**config.mk**
```make
export PLATFORM = sky130hd
export DESIGN_NAME = qr_turnon_trigger
export DESIGN_NICKNAME = d
export VERILOG_FILES = /design/src/rtl/qrt_pkg.sv /design/src/rtl/qrt_blank_lut.sv /design/src/rtl/qrt_arm_edge.sv /design/src/rtl/qrt_starter.sv /design/src/rtl/qr_turnon_trigger.sv
export SDC_FILE = /design/constraint.sdc
export NUM_CORES = 1
export LEC_CHECK = 0
export BUFFER_PORTS_ARGS = -buffer_cell sky130_fd_sc_hd__buf_2
export CAP_MARGIN = 20
export CELL_PAD_IN_SITES_DETAIL_PLACEMENT = 1
export CELL_PAD_IN_SITES_GLOBAL_PLACEMENT = 2
export CORE_MARGIN = 2
export CORE_UTILIZATION = 44
export CTS_BUF_LIST = sky130_fd_sc_hd__clkbuf_2 sky130_fd_sc_hd__clkbuf_4 sky130_fd_sc_hd__clkbuf_8
export DETAILED_ROUTE_END_ITERATION = 6
export PLACE_DENSITY = 0.95
export SETUP_SLACK_MARGIN = 0.3
export SLEW_MARGIN = 10
export SYNTH_ARGS = -nofsm -noshare
export SYNTH_HDL_FRONTEND = slang
export SYNTH_SLANG_ARGS = --single-unit
```
**constraint.sdc**
```tcl
create_clock -name clk -period 4.73 [get_ports clk]
set_clock_uncertainty 0.15 [all_clocks]
set_input_delay 0.7095 -clock clk [delete_from_list [all_inputs] [get_ports clk]]
set_output_delay 0.7095 -clock clk [all_outputs]
set_load 0.02 [all_outputs]
```
**src/rtl/qrt_pkg.sv**
```systemverilog
package qrt_pkg;

    typedef enum logic [2:0] {
        ST_OFF,
        ST_ON,
        ST_BLANK,
        ST_HUNT,
        ST_DELAY
    } qrt_state_e;

    // Blanking length for one control-voltage code: longest at code 0,
    // falling linearly to the shortest at the top code.
    function automatic int unsigned blank_len(input int unsigned code,
                                              input int unsigned n_codes,
                                              input int unsigned lmax,
                                              input int unsigned lmin);
        if (n_codes < 2)
            return lmax;
        return lmax - (code * (lmax - lmin)) / (n_codes - 1);
    endfunction

endpackage

```
**src/rtl/qrt_blank_lut.sv**
```systemverilog
module qrt_blank_lut #(
    parameter int CODE_W    = 3,
    parameter int BLANK_MAX = 1500,
    parameter int BLANK_MIN = 300,
    parameter int LEN_W     = $clog2(BLANK_MAX + 1)
) (
    input  logic [CODE_W-1:0] code,
    output logic [LEN_W-1:0]  len
);
    localparam int NCODE = 1 << CODE_W;

    logic [LEN_W-1:0] tab [NCODE];

    for (genvar g = 0; g < NCODE; g++) begin : g_entry
        assign tab[g] = LEN_W'(qrt_pkg::blank_len(g, NCODE, BLANK_MAX, BLANK_MIN));
    end

    assign len = tab[code];
endmodule

```
**src/rtl/qrt_arm_edge.sv**
```systemverilog
module qrt_arm_edge (
    input  logic clk,
    input  logic rst_n,
    input  logic clr,
    input  logic set_ok,
    input  logic sense_arm,
    input  logic sense_trig,
    output logic armed,
    output logic fall
);
    logic trig_q;

    always_ff @(posedge clk or negedge rst_n) begin
        if (!rst_n) begin
            trig_q <= 1'b0;
            armed  <= 1'b0;
        end else begin
            trig_q <= sense_trig;
            if (clr)
                armed <= 1'b0;
            else if (set_ok && sense_arm)
                armed <= 1'b1;
        end
    end

    assign fall = trig_q & ~sense_trig;
endmodule

```
**src/rtl/qrt_starter.sv**
```systemverilog
module qrt_starter #(
    parameter int STARTER_SLOW = 25000,
    parameter int STARTER_FAST = 6250,
    parameter int MIN_PERIOD   = 302,
    parameter int CNT_W        = $clog2(STARTER_SLOW + 1)
) (
    input  logic clk,
    input  logic rst_n,
    input  logic enable,
    input  logic restart,
    input  logic fast,
    output logic due,
    output logic ceil_ok
);
    localparam logic [CNT_W-1:0] CNT_MAX  = {CNT_W{1'b1}};
    localparam logic [CNT_W-1:0] LIM_SLOW = CNT_W'(STARTER_SLOW - 1);
    localparam logic [CNT_W-1:0] LIM_FAST = CNT_W'(STARTER_FAST - 1);
    localparam logic [CNT_W-1:0] LIM_MIN  = CNT_W'(MIN_PERIOD - 1);

    logic [CNT_W-1:0] cnt_q;

    always_ff @(posedge clk or negedge rst_n) begin
        if (!rst_n)
            cnt_q <= '0;
        else if (!enable || restart)
            cnt_q <= '0;
        else if (cnt_q != CNT_MAX)
            cnt_q <= cnt_q + 1'b1;
    end

    assign due     = cnt_q >= (fast ? LIM_FAST : LIM_SLOW);
    assign ceil_ok = cnt_q >= LIM_MIN;
endmodule

```
**src/rtl/qr_turnon_trigger.sv**
```systemverilog
module qr_turnon_trigger #(
    parameter int CODE_W       = 3,
    parameter int BLANK_MAX    = 1500,
    parameter int BLANK_MIN    = 300,
    parameter int MIN_PERIOD   = 302,
    parameter int VALLEY_DLY   = 8,
    parameter int STARTER_SLOW = 25000,
    parameter int STARTER_FAST = 6250
) (
    input  logic              clk,
    input  logic              rst_n,
    input  logic              enable,
    input  logic              sense_arm,
    input  logic              sense_trig,
    input  logic              ctrl_above_burst,
    input  logic [CODE_W-1:0] blank_sel,
    input  logic              sw_off,
    output logic              turn_on
);
    import qrt_pkg::*;

    localparam int LEN_W = $clog2(BLANK_MAX + 1);
    localparam int DLY_W = $clog2(VALLEY_DLY + 1);
    localparam int CNT_W = $clog2(STARTER_SLOW + 1);

    qrt_state_e       state_q, state_d;
    logic [LEN_W-1:0] bcnt_q;
    logic [DLY_W-1:0] dcnt_q;
    logic [LEN_W-1:0] blank_now;
    logic             armed, fall, due, ceil_ok, fire;

    qrt_blank_lut #(
        .CODE_W(CODE_W), .BLANK_MAX(BLANK_MAX), .BLANK_MIN(BLANK_MIN), .LEN_W(LEN_W)
    ) u_lut (
        .code(blank_sel), .len(blank_now)
    );

    qrt_arm_edge u_edge (
        .clk(clk), .rst_n(rst_n),
        .clr(fire || !enable),
        .set_ok(state_q == ST_BLANK || state_q == ST_HUNT),
        .sense_arm(sense_arm), .sense_trig(sense_trig),
        .armed(armed), .fall(fall)
    );

    qrt_starter #(
        .STARTER_SLOW(STARTER_SLOW), .STARTER_FAST(STARTER_FAST),
        .MIN_PERIOD(MIN_PERIOD), .CNT_W(CNT_W)
    ) u_start (
        .clk(clk), .rst_n(rst_n), .enable(enable), .restart(fire),
        .fast(ctrl_above_burst), .due(due), .ceil_ok(ceil_ok)
    );

    // Turn-on decision: valley path out of the delay, starter elsewhere.
    always_comb begin
        fire = 1'b0;
        if (enable) begin
            if (state_q == ST_DELAY)
                fire = (dcnt_q == DLY_W'(1)) && ceil_ok;
            else if (state_q != ST_OFF)
                fire = due;
        end
    end

    always_comb begin
        state_d = state_q;
        if (!enable)
            state_d = ST_OFF;
        else if (fire)
            state_d = ST_ON;
        else begin
            unique case (state_q)
                ST_OFF:   state_d = ST_HUNT;
                ST_ON:    if (sw_off) state_d = ST_BLANK;
                ST_BLANK: if (bcnt_q == LEN_W'(1)) state_d = ST_HUNT;
                ST_HUNT:  if (armed && fall) state_d = ST_DELAY;
                ST_DELAY: state_d = ST_DELAY;
            endcase
        end
    end

    // State register with its blanking and valley-delay counters.
    always_ff @(posedge clk or negedge rst_n) begin
        if (!rst_n) begin
            state_q <= ST_OFF;
            bcnt_q  <= '0;
            dcnt_q  <= '0;
        end else begin
            state_q <= state_d;
            if (state_q == ST_ON && state_d == ST_BLANK)
                bcnt_q <= blank_now;
            else if (state_q == ST_BLANK && bcnt_q > LEN_W'(1))
                bcnt_q <= bcnt_q - 1'b1;
            if (state_q != ST_DELAY && state_d == ST_DELAY)
                dcnt_q <= DLY_W'(VALLEY_DLY);
            else if (state_q == ST_DELAY && dcnt_q > DLY_W'(1))
                dcnt_q <= dcnt_q - 1'b1;
        end
    end

    // Output register.
    always_ff @(posedge clk or negedge rst_n) begin
        if (!rst_n)
            turn_on <= 1'b0;
        else
            turn_on <= fire;
    end
endmodule

```
==> out/metrics.csv <==
stage,metric,value,unit
clocking,cts bufs inserted,5,
worst_setup_path,reg2reg end,bcnt_q[10],
clocking,cts repair resizes,0,
final_layout,Fillers,656,
logic_synthesis,asr flop ratio synth,100,%
drt,vias per std cell,5.95,
final_layout,share of layout cells above drive strength 1,11.1,%
final_layout,"commonest cells after routing, fill and taps aside","dfrtp_1 (36), nor2_1 (34), ha_1 (22), inv_1 (14), xor2_1 (13)",
power_and_ir_drop,Peak supply drop,0.199,mV
worst_setup_path,CP required,4.75,ns
worst_setup_path,RR Startpoint,u_start.cnt_q[8],
clocking,CTS tree,done,
worst_setup_path,crit end category,flip-flop,
flow_run,max_cap viols,0,
global_route,largest net degree at the start of global routing,37,
logic_synthesis,Synth area leader,dfrtp_1,
worst_setup_path,CP max FO,11,
clocking,number of setup buffers added after CTS,0,
drt,routed via count,2095,
die,Top-Level Pins,11,
logic_synthesis,post-synth top area share,35.1,%
logic_synthesis,Cells after Synth,274,
worst_setup_path,Register-to-Register Path Depth,6,
logic_synthesis,syn_nets,306,
worst_setup_path,Worst path max stage delay,0.58,ns
sta,Setup TNS,0,ns
sta,RSZ-0062 raised after global routing,false,
final_layout,Synth-to-Final Area Change,7.65,%
global_route,first-pass GRT wire length,10600,um
clocking,clock buffer depth,2,
sta,Final min period,3.09,ns
drt,met3 wire length,141,um
logic_synthesis,"top cells by area, synth","dfrtp_1 (35%), ha_1 (11%), nor2_1 (5.0%)",
global_route,GRT Total Usage,21.2,%
logic_synthesis,Netlist cell types,55,
final_layout,Final Cell Area,2770,sq um
die,DIE AREA,6460,sq um
sta,Fin. Hold Viols,0,
drt,Metal-1 WL,2770,um
worst_setup_path,CP Class,in -> reg,
place,DP HPWL,4440,um
sta,Least-Margin Pin Slew,0.851,ns
die,FP Rows,27,
die,Starting Density,46.1,%
sta,Max Fclk,323,MHz
drt,first-iteration detailed-routing DRC count,89,
drt,met2 wire len,3190,um
place,Placed Area,2650,sq um
worst_setup_path,cells along the critical path,buf_2 > ha_1 > a2111oi_0 > nor3_1 > a211o_1 > nand2b_1 > mux2_1,
global_route,vias in the first global route,2198,
min_path,HP Class,in -> async,
clocking,"CTS clk-pin slew, worst paths",0.08,ns
sta,fin. max-slew vios,0,
sta,# setup viols final,0,
clocking,clock root cell,clkbuf_8,
logic_synthesis,"Seq/Total Area, Yosys",35.1,%
drt,Remaining DRCs,0,
logic_synthesis,"FF+latch count, synth",36,
global_route,initial antenna violation count,0,
logic_synthesis,synth warn,0,
sta,fin crit share,65.4,%
final_layout,nets@finish,311,
clocking,htree depth,2,
sta,hold_ws,0.360,ns
power_and_ir_drop,total power divided by cell area,324,nW/um^2
drt,WL final,6190,um
die,die width,80.4,um
logic_synthesis,Post-Syn Area,2570,sq um
clocking,hold-fix buffers at CTS,0,
final_layout,"commonest non-fill, non-tap cell in the layout",dfrtp_1,
global_route,grt total ovfl,0,
clocking,Worst-Skew Late Latency,0.29,ns
die,Die Y,80.4,um
status,status,finished clean,
worst_setup_path,slowest CP cell,a2111oi_0,
final_layout,antenna cells,0,
drt,top layer in use,met4,
place,Port Buffers,10,
die,CORE AREA,5570,sq um
logic_synthesis,dominant synthesized flop cell,dfrtp_1,
logic_synthesis,Post-synth EDFFs,0,
drt,first-pass detailed-route iteration total,4,
drt,DR WL/cell,17.6,um
drt,Routed Antenna Nets,0,
place,gpl congestion,0.801,
logic_synthesis,mean post-synth cell area,9.37,sq um
sta,Slew Limit Headroom,43.2,%
power_and_ir_drop,leakage,1.19,nW
worst_setup_path,R2R Setup Slk,1.71,ns
worst_setup_path,crit path DAT,3.12,ns
worst_setup_path,CP Launch Type,input pin,
clocking,CTS sink count,36,
-- final cells by class --
cell class	count	area [sq um]	area share [%]
sequential	36	901	32.6
clock inverter	3	42.5	1.54
tap	72	90.1	3.26
multi-input combinational	212	1560	56.4
inverter	14	52.6	1.90
clock buffer	5	68.8	2.49
timing repair buffer	10	50.0	1.81
-- logic make-up after synthesis --
kind of cell / Yosys count / synth area share (%)
AOI/OAI and AO/OA: 54 / 15.3
muxes: 16 / 6.43
xor gates and xnor gates: 20 / 6.82
buffers and inverters: 26 / 4.19
and+or+nand+nor: 100 / 21.5
adders and majority gates: 22 / 10.7
DFF: 36 / 35.1
-- worst max-delay path: cells and delay by family --
family | cells | cell delay, ns
AO/OA/AOI/OAI | 2 | 0.89
adder cells (fa/ha/maj) | 1 | 0.32
buffers and inverters | 1 | 0.15
multiplexers | 1 | 0.46
AND/OR/NAND/NOR | 2 | 0.59
-- layer usage --
layer	track usage (%)	up-vias
li1	-	1000
met1	25.7	1058
met4	5.08	0
met3	3.48	8
met2	38.9	29
met5	0	-
-- how the worst max path moves through the flow --
| stage | start | to | slack, ns | cells past startpoint |
|---|---|---|---|---|
| after floorplan | ctrl_above_burst | bcnt_q[2] | 2.06 | 8 |
| after global placement | ctrl_above_burst | bcnt_q[10] | 1.52 | 7 |
| after detailed placement | ctrl_above_burst | bcnt_q[10] | 1.38 | 7 |
| after CTS | ctrl_above_burst | bcnt_q[10] | 1.65 | 7 |
| after global routing | ctrl_above_burst | bcnt_q[10] | 1.52 | 7 |
| final | ctrl_above_burst | bcnt_q[10] | 1.64 | 7 |
-- synth_stat cells, types with 2 or more instances --
master and count:
xor2_1 13, a21oi_1 9, xnor2_1 7, o211ai_1 9, nor3b_1 4, nand2_1 12
a211oi_1 2, or3_1 2, ha_1 22, nor3_1 8, nor4_2 2, nor2_1 34
mux2_1 2, or2_2 2, mux2i_1 12, clkbuf_1 9, o2111ai_1 2, nand4b_1 2
nand2b_1 2, and4_1 2, or4_4 2, nand3_1 8, dfrtp_1 36, a31oi_1 2
a211o_1 2, mux2_2 2, o21ai_1 2, o21ai_0 10, nor2b_1 4, inv_1 14
o22ai_1 2, nand4_1 3, nor4_1 7, buf_2 2
-- through the flow --
stage | worst slack [ns] | total power, mW | util, % | std cells
2_1_floorplan | 2.06 | 0.563 | - | 274
3_3_place_gp | 1.52 | 0.613 | 47.6 | 344
3_5_place_dp | 1.38 | 0.624 | 47.6 | 344
4_1_cts | 1.65 | 0.909 | 49.6 | 352
5_1_grt | 1.52 | 0.954 | 49.6 | 352
6_report | 1.64 | 0.897 | 49.6 | 352
-- flip-flops by register name (all words and copies together) (netlist names) --
name,cells
u_start.cnt_q,15
bcnt_q,11
state_q,3
turn_on,1
dcnt_q,4
u_edge.armed,1
u_edge.trig_q,1
-- power breakdown --
group	internal [mW]	total (mW)	switching, mW
clock network	0.156	0.275	0.119
logic	0.0887	0.195	0.106
registers	0.358	0.428	0.0700
total	0.602	0.897	0.295
Note: power is estimated with default switching activity, not from simulation.
